File: src/rtl/los_pkg.sv
package los_pkg;

    typedef enum logic {
        LOS_CLEAR  = 1'b0,
        LOS_ACTIVE = 1'b1
    } los_state_e;

    typedef struct packed {
        logic vld;   // a recovered bit is present
        logic raw;   // bit as received
        logic zero;  // effective zero after amplitude qualification
    } rx_sample_t;

    function automatic logic eff_zero(input logic bit_in, input logic amp_is_low);
        return (!bit_in) || amp_is_low;
    endfunction

endpackage

File: src/rtl/los_front.sv
module los_front
    import los_pkg::*;
(
    input  logic       clk,
    input  logic       bit_strobe,
    input  logic       rx_bit,
    input  logic       amp_low,
    output rx_sample_t smp,
    output logic       data_out,
    output logic       data_vld
);
    always_comb begin
        smp.vld  = bit_strobe;
        smp.raw  = rx_bit;
        smp.zero = eff_zero(rx_bit, amp_low);
    end

    // data path is not reset: it only mirrors the line
    always_ff @(posedge clk) begin
        data_vld <= bit_strobe;
        if (bit_strobe)
            data_out <= rx_bit;
    end
endmodule

File: src/rtl/los_zero_run.sv
module los_zero_run
    import los_pkg::*;
#(
    parameter int LIMIT = 175
) (
    input  logic       clk,
    input  logic       rst,
    input  rx_sample_t smp,
    output logic       limit_hit
);
    localparam int CW = $clog2(LIMIT + 1);
    localparam logic [CW-1:0] LIM_V = CW'(LIMIT);

    logic [CW-1:0] run_q, run_n;

    always_comb begin
        if (!smp.vld)
            run_n = run_q;
        else if (!smp.zero)
            run_n = '0;
        else if (run_q == LIM_V)
            run_n = run_q;
        else
            run_n = run_q + 1'b1;
    end

    assign limit_hit = smp.vld && (run_n == LIM_V);

    always_ff @(posedge clk) begin
        if (rst)
            run_q <= '0;
        else
            run_q <= run_n;
    end
endmodule

File: src/rtl/los_density_win.sv
module los_density_win
    import los_pkg::*;
#(
    parameter int WINDOW       = 32,
    parameter int MIN_ONES     = 3,
    parameter int MAX_ZERO_RUN = 15
) (
    input  logic       clk,
    input  logic       rst,
    input  rx_sample_t smp,
    output logic       exit_ok
);
    localparam int CW      = $clog2(WINDOW + 1);
    localparam int SPAN    = MAX_ZERO_RUN + 1;
    localparam int NSLICE  = WINDOW - SPAN + 1;
    localparam logic [CW-1:0] MIN_V = CW'(MIN_ONES);

    logic [WINDOW-1:0] hist_q, hist_n;
    logic [CW-1:0]     ones;
    logic [NSLICE-1:0] slice_has_one;

    assign hist_n = {hist_q[WINDOW-2:0], ~smp.zero};

    always_comb begin
        ones = '0;
        for (int i = 0; i < WINDOW; i++)
            ones = ones + CW'(hist_n[i]);
    end

    // a zero run longer than MAX_ZERO_RUN exists iff some SPAN-wide slice is all zero
    for (genvar g = 0; g < NSLICE; g++) begin : g_slice
        assign slice_has_one[g] = |hist_n[g +: SPAN];
    end

    assign exit_ok = smp.vld && (ones >= MIN_V) && (&slice_has_one);

    always_ff @(posedge clk) begin
        if (rst)
            hist_q <= '0;
        else if (smp.vld)
            hist_q <= hist_n;
    end
endmodule

File: src/rtl/los_fsm.sv
module los_fsm
    import los_pkg::*;
(
    input  logic clk,
    input  logic rst,
    input  logic limit_hit,
    input  logic exit_ok,
    input  logic irq_en,
    output logic los,
    output logic irq
);
    los_state_e state_q, state_n;

    always_comb begin
        state_n = state_q;
        unique case (state_q)
            LOS_CLEAR:  if (limit_hit) state_n = LOS_ACTIVE;
            LOS_ACTIVE: if (exit_ok)   state_n = LOS_CLEAR;
            default:                   state_n = LOS_ACTIVE;
        endcase
    end

    always_ff @(posedge clk) begin
        if (rst) begin
            state_q <= LOS_ACTIVE;
            irq     <= 1'b0;
        end else begin
            state_q <= state_n;
            irq     <= irq_en && (state_n != state_q);
        end
    end

    assign los = (state_q == LOS_ACTIVE);
endmodule

File: src/rtl/rx_los_detector.sv
module rx_los_detector
    import los_pkg::*;
#(
    parameter int ZERO_LIMIT   = 175,
    parameter int WINDOW       = 32,
    parameter int MIN_ONES     = 3,
    parameter int MAX_ZERO_RUN = 15
) (
    input  logic clk,
    input  logic rst,
    input  logic bit_strobe,
    input  logic rx_bit,
    input  logic amp_low,
    input  logic irq_en,
    output logic rx_data_out,
    output logic rx_data_vld,
    output logic los,
    output logic los_irq,
    output logic los_status
);
    rx_sample_t smp;
    logic       limit_hit;
    logic       exit_ok;
    logic       los_i;

    los_front u_front (
        .clk        (clk),
        .bit_strobe (bit_strobe),
        .rx_bit     (rx_bit),
        .amp_low    (amp_low),
        .smp        (smp),
        .data_out   (rx_data_out),
        .data_vld   (rx_data_vld)
    );

    los_zero_run #(.LIMIT(ZERO_LIMIT)) u_run (
        .clk       (clk),
        .rst       (rst),
        .smp       (smp),
        .limit_hit (limit_hit)
    );

    los_density_win #(
        .WINDOW       (WINDOW),
        .MIN_ONES     (MIN_ONES),
        .MAX_ZERO_RUN (MAX_ZERO_RUN)
    ) u_win (
        .clk     (clk),
        .rst     (rst),
        .smp     (smp),
        .exit_ok (exit_ok)
    );

    los_fsm u_fsm (
        .clk       (clk),
        .rst       (rst),
        .limit_hit (limit_hit),
        .exit_ok   (exit_ok),
        .irq_en    (irq_en),
        .los       (los_i),
        .irq       (los_irq)
    );

    assign los        = los_i;
    assign los_status = los_i;
endmodule

File: config.mk
export PLATFORM = sky130hd
export DESIGN_NAME = rx_los_detector
export DESIGN_NICKNAME = d
export VERILOG_FILES = /design/src/rtl/los_pkg.sv /design/src/rtl/los_front.sv /design/src/rtl/los_zero_run.sv /design/src/rtl/los_density_win.sv /design/src/rtl/los_fsm.sv /design/src/rtl/rx_los_detector.sv
export SDC_FILE = /design/constraint.sdc
export NUM_CORES = 1
export LEC_CHECK = 0
export ABC_AREA = 1
export BUFFER_PORTS_ARGS = -buffer_cell sky130_fd_sc_hd__buf_2
export CAP_MARGIN = 40
export CORE_MARGIN = 2
export CORE_UTILIZATION = 40
export CTS_CLUSTER_DIAMETER = 120
export DETAILED_ROUTE_END_ITERATION = 8
export GPL_TIMING_DRIVEN = 0
export PLACE_DENSITY = 0.61
export RECOVER_POWER = 100
export SYNTH_ARGS = -nofsm -noshare
export SYNTH_HDL_FRONTEND = slang
export SYNTH_SLANG_ARGS = --single-unit
File: constraint.sdc
create_clock -name clk -period 8.05 [get_ports clk]
set_clock_uncertainty 0.1 [all_clocks]
set_input_delay 1.61 -clock clk [delete_from_list [all_inputs] [get_ports clk]]
set_output_delay 1.61 -clock clk [all_outputs]
set_load 0.01 [all_outputs]
==> out/metrics.sh <==
OUTCOME='finished clean'
MET3_USAGE=0.0277
POST-SYNTH-TOP-COUNT-CELL='sky130_fd_sc_hd__nand2_1'
AVGVIACOUNTPERCELL=4.70
FIN_CRIT_PS=7090
YS_FF_LATCH=43
GLOBAL_ROUTE.OVERFLOW_TOTAL=0
WIRE_PER_INST_MICRONS=12.1
NON_FILLER_CELLS_FINAL=532
MAX-SLEW-MARGIN-REL=0.588
USE_MET2=0.287
CP_DELAY_BY_FAMILY_TOP='adder cells'
TIMING.CRITICAL_PATH.MODE_CELL='sky130_fd_sc_hd__fa_1'
HP-CLASS='register to register'
CTSHTREEMAXLEVEL=2
NETSWITCHINGFRACTION=0.419
CLOCK_INSERTION_DELAY_WORST_SKEW_PS=300
FP.DIEAREA_SQ_MM=0.00806
GLOBAL_ROUTE.USAGE.TOTAL=0.175
DIEWIDTH_MICRONS=89.8
ROUTE.ANTENNA.REMAINING_NETS=0
CTS_NUM_SINKS=43
WORST-ENDPOINT-ARRIVAL_PS=7240
AVGSYNTHCELLAREA_SQ_UM=7.07
FIRST_PASS_GRT_WIRE_LENGTH_MICRONS=11500
DRIVE_GT1_FRAC=0.0531
POSTSYNTH.ASYNCRESETSHARE=0
RANKING_OF_SYNTHESIZED_CELLS_BY_AREA='sky130_fd_sc_hd__dfxtp_1 29%, sky130_fd_sc_hd__fa_1 16%, sky130_fd_sc_hd__nand2_1 10%'
ROUTE.VIAS.TOTAL=2503
SEQPWRFRAC=0.302
FP-ROW-COUNT=31
TIMING.FMAX_MHz=141
POST-SYNTH-TOP-AREA-CELL='sky130_fd_sc_hd__dfxtp_1'
IO_PINS=11
POWER_REPORT.INTERNAL_TOTAL_W=0.000467
FP.COREAREA_SQ_MM=0.00718
GRT.BUSIEST_LAYER='met2'
ANTENNA_FOUND_INITIAL=0
PRE_CTS_SETUP_SLACK_PS=587
SYNTH.TOP_CELLS.BY_COUNT='82 x sky130_fd_sc_hd__nand2_1, 72 x sky130_fd_sc_hd__nor2_1, 70 x sky130_fd_sc_hd__inv_1, 42 x sky130_fd_sc_hd__dfxtp_1'
CAP_VIOL_MAX_COUNT=0
SEQ_AREA_FRAC_SYNTH=0.296
POSTLAYOUTSETUPSLACKWORST_PS=956
SYNTH_NETS=455
ANTENNA_CELLS=0
SYN_TO_FINAL_GROWTH_PCT=7.87
RSZ0062_AT_GRT='no'
CRITICAL_PATH_PEAK_FANOUT=4
CRITPATHREQUIREDTIME_PS=8190
WORST_IR_DROP_VDD_mV=0.110
POWER_SWITCHING_W=0.000337
CLK_TREE_ROOT_CELL='sky130_fd_sc_hd__clkbuf_8'
DRT-PASS1-ITER-COUNT=4
YOSYSWARNINGS=0
PATH_CLK_SLEW_PS=80
ROUTED_WL_MICRONS=6460
PLACE.GP.CONGESTION=0.869
NETLIST_INSTANCES=416
CTS_TREE='done'
HOLD_WS_PS=408
NUMBER_OF_GLOBAL_ROUTE_VIAS_BEFORE_REPAIR=2527
POST_SYNTH_INSTANCE_AREA_SQ_MM=0.00294
CLOCK_POWER_SHARE=0.181
CRITPATHLAUNCHTYPE='input port'
MAX_SLEW.WORST_PIN.SLEW_PS=618
CTS_HOLD_BUF=0
TIMING.CRITICAL_PATH.BUF_INV=6
HOLD_VIOLATION_COUNT_IN_THE_FINAL_REPORT=0
TIMING.CRITICAL_PATH.TO_TYPE='register'
CLOCKBUFFERDEPTH=2
SYNTH_LARGEST_TYPE_AREA_FRACTION=0.286
DRCVIOLATIONCOUNT=0
FIN_SETUP_TNS_PS=0
INITIAL_CELL_DENSITY_OF_THE_CORE=0.410
PORT_BUFFERS=9
DIE_HEIGHT_MICRONS=89.8
R2R_SETUP_SLACK_PS=2340
POST_SYNTH_EDFFS=1
PLACED_CELLS=524
COMBINATIONAL_POWER_SHARE=0.518
FINISH.NET_COUNT=471
P_LEAK_nW=1.47
CRITPATHSLOWESTCELL='sky130_fd_sc_hd__fa_1'
LAYOUT_WORST_PATH_CYCLE_SHARE=0.881
SETUP.WORST_PATH.CLASS='input port to register'
MAX_STAGE_DELAY_PS=560
SLEW_VIOLATIONS=0
POSTSYNTH.TOPFLOPCELL='sky130_fd_sc_hd__dfxtp_1'
POST-CTS-SETUP-BUFFER-COUNT=0
SETUP_VIOLATIONS=0
PLACE.DETAILED.HPWL_MICRONS=5140
FIRST_DRT_ITERATION_DRCS=131
POWER_PER_CELL_AREA_mW_PER_MM2=254
YOSYS.CELL_TYPES.COUNT=26
MAXIMUM_NUMBER_OF_PINS_ON_ONE_NET_BEFORE_GLOBAL_ROUTE_REPAIR=14
CTS-RESIZED-GATES=0
MET1_USAGE=0.235
CTS_BUFFERS=5
TOTAL_POWER_W=0.000805
area by class of cell:
type / count / area [sq um]
Multi-Input combinational cell: 289 / 1730
Timing Repair Buffer: 9 / 37.5
Inverter: 71 / 267
Clock inverter: 1 / 5.00
Sequential cell: 43 / 871
Fill cell: 745 / 4000
Tap cell: 99 / 124
Clock buffer: 7 / 86.3
Buffer: 13 / 52.6
final timing paths:
path,end,startpoint,cells past startpoint
max,u_fsm.irq,rx_bit,28
min,u_run.run_q[6],u_run.run_q[6],2
max reg2reg,u_fsm.irq,u_win.hist_q[1],25
min reg2reg,u_run.run_q[6],u_run.run_q[6],2
power groups by stage:
stage | clock (W) | combinational (W) | sequential, W
2_1_floorplan | 0 | 0.000324 | 0.000245
3_3_place_gp | 0 | 0.000414 | 0.000247
3_5_place_dp | 0 | 0.000425 | 0.000247
4_1_cts | 0.000148 | 0.000429 | 0.000243
5_1_grt | 0.000156 | 0.000501 | 0.000245
6_report | 0.000145 | 0.000417 | 0.000243
placed cells by master (no fill, tap or decap), types with 3 or more instances in the layout:
master / n
sky130_fd_sc_hd__dfxtp_1: 42
sky130_fd_sc_hd__inv_1: 70
sky130_fd_sc_hd__nor3_1: 3
sky130_fd_sc_hd__a21oi_1: 31
sky130_fd_sc_hd__fa_1: 24
sky130_fd_sc_hd__nor2_2: 4
sky130_fd_sc_hd__nand4_1: 5
sky130_fd_sc_hd__nor2_1: 73
sky130_fd_sc_hd__ha_1: 9
sky130_fd_sc_hd__nand3_1: 13
sky130_fd_sc_hd__nand2_1: 83
sky130_fd_sc_hd__clkbuf_1: 19
sky130_fd_sc_hd__buf_2: 3
sky130_fd_sc_hd__nand3b_1: 3
sky130_fd_sc_hd__o21ai_0: 32
sky130_fd_sc_hd__clkbuf_8: 6
tightest hold or removal path: cells and delay by family (launching register included):
family | cells | cell delay [ps]
DFF | 1 | 340
and+or+nand+nor | 1 | 70
AOI/OAI and AO/OA | 1 | 50
cell families after synthesis:
family,count (synthesis),synth area share
DFF,43,0.296
buffers and inverters,84,0.111
adders and majority gates,33,0.202
AOI/OAI and AO/OA,65,0.114
and+or+nand+nor,191,0.278
per-layer routing:
layer,wire [microns],part of all wire
met3,180,0.028
met2,2990,0.46
met5,0,0
met4,92,0.014
met1,3200,0.49
flip-flops by register name, indices dropped and copies added, names as in the netlist:
register          cells
u_fsm.los             1
u_fsm.irq             1
u_front.data_vld      1
u_win.hist_q         31
u_front.data_out      1
u_run.run_q           8
per-stage QoR:
step / instance area (sq um) / util
final: 3170 / 0.442
after global routing: 3170 / 0.442
after CTS: 3200 / 0.446
after detailed placement: 3110 / 0.434
after global placement: 3110 / 0.434
after floorplan: 2940 / -
(Power assumes the default switching activity.)
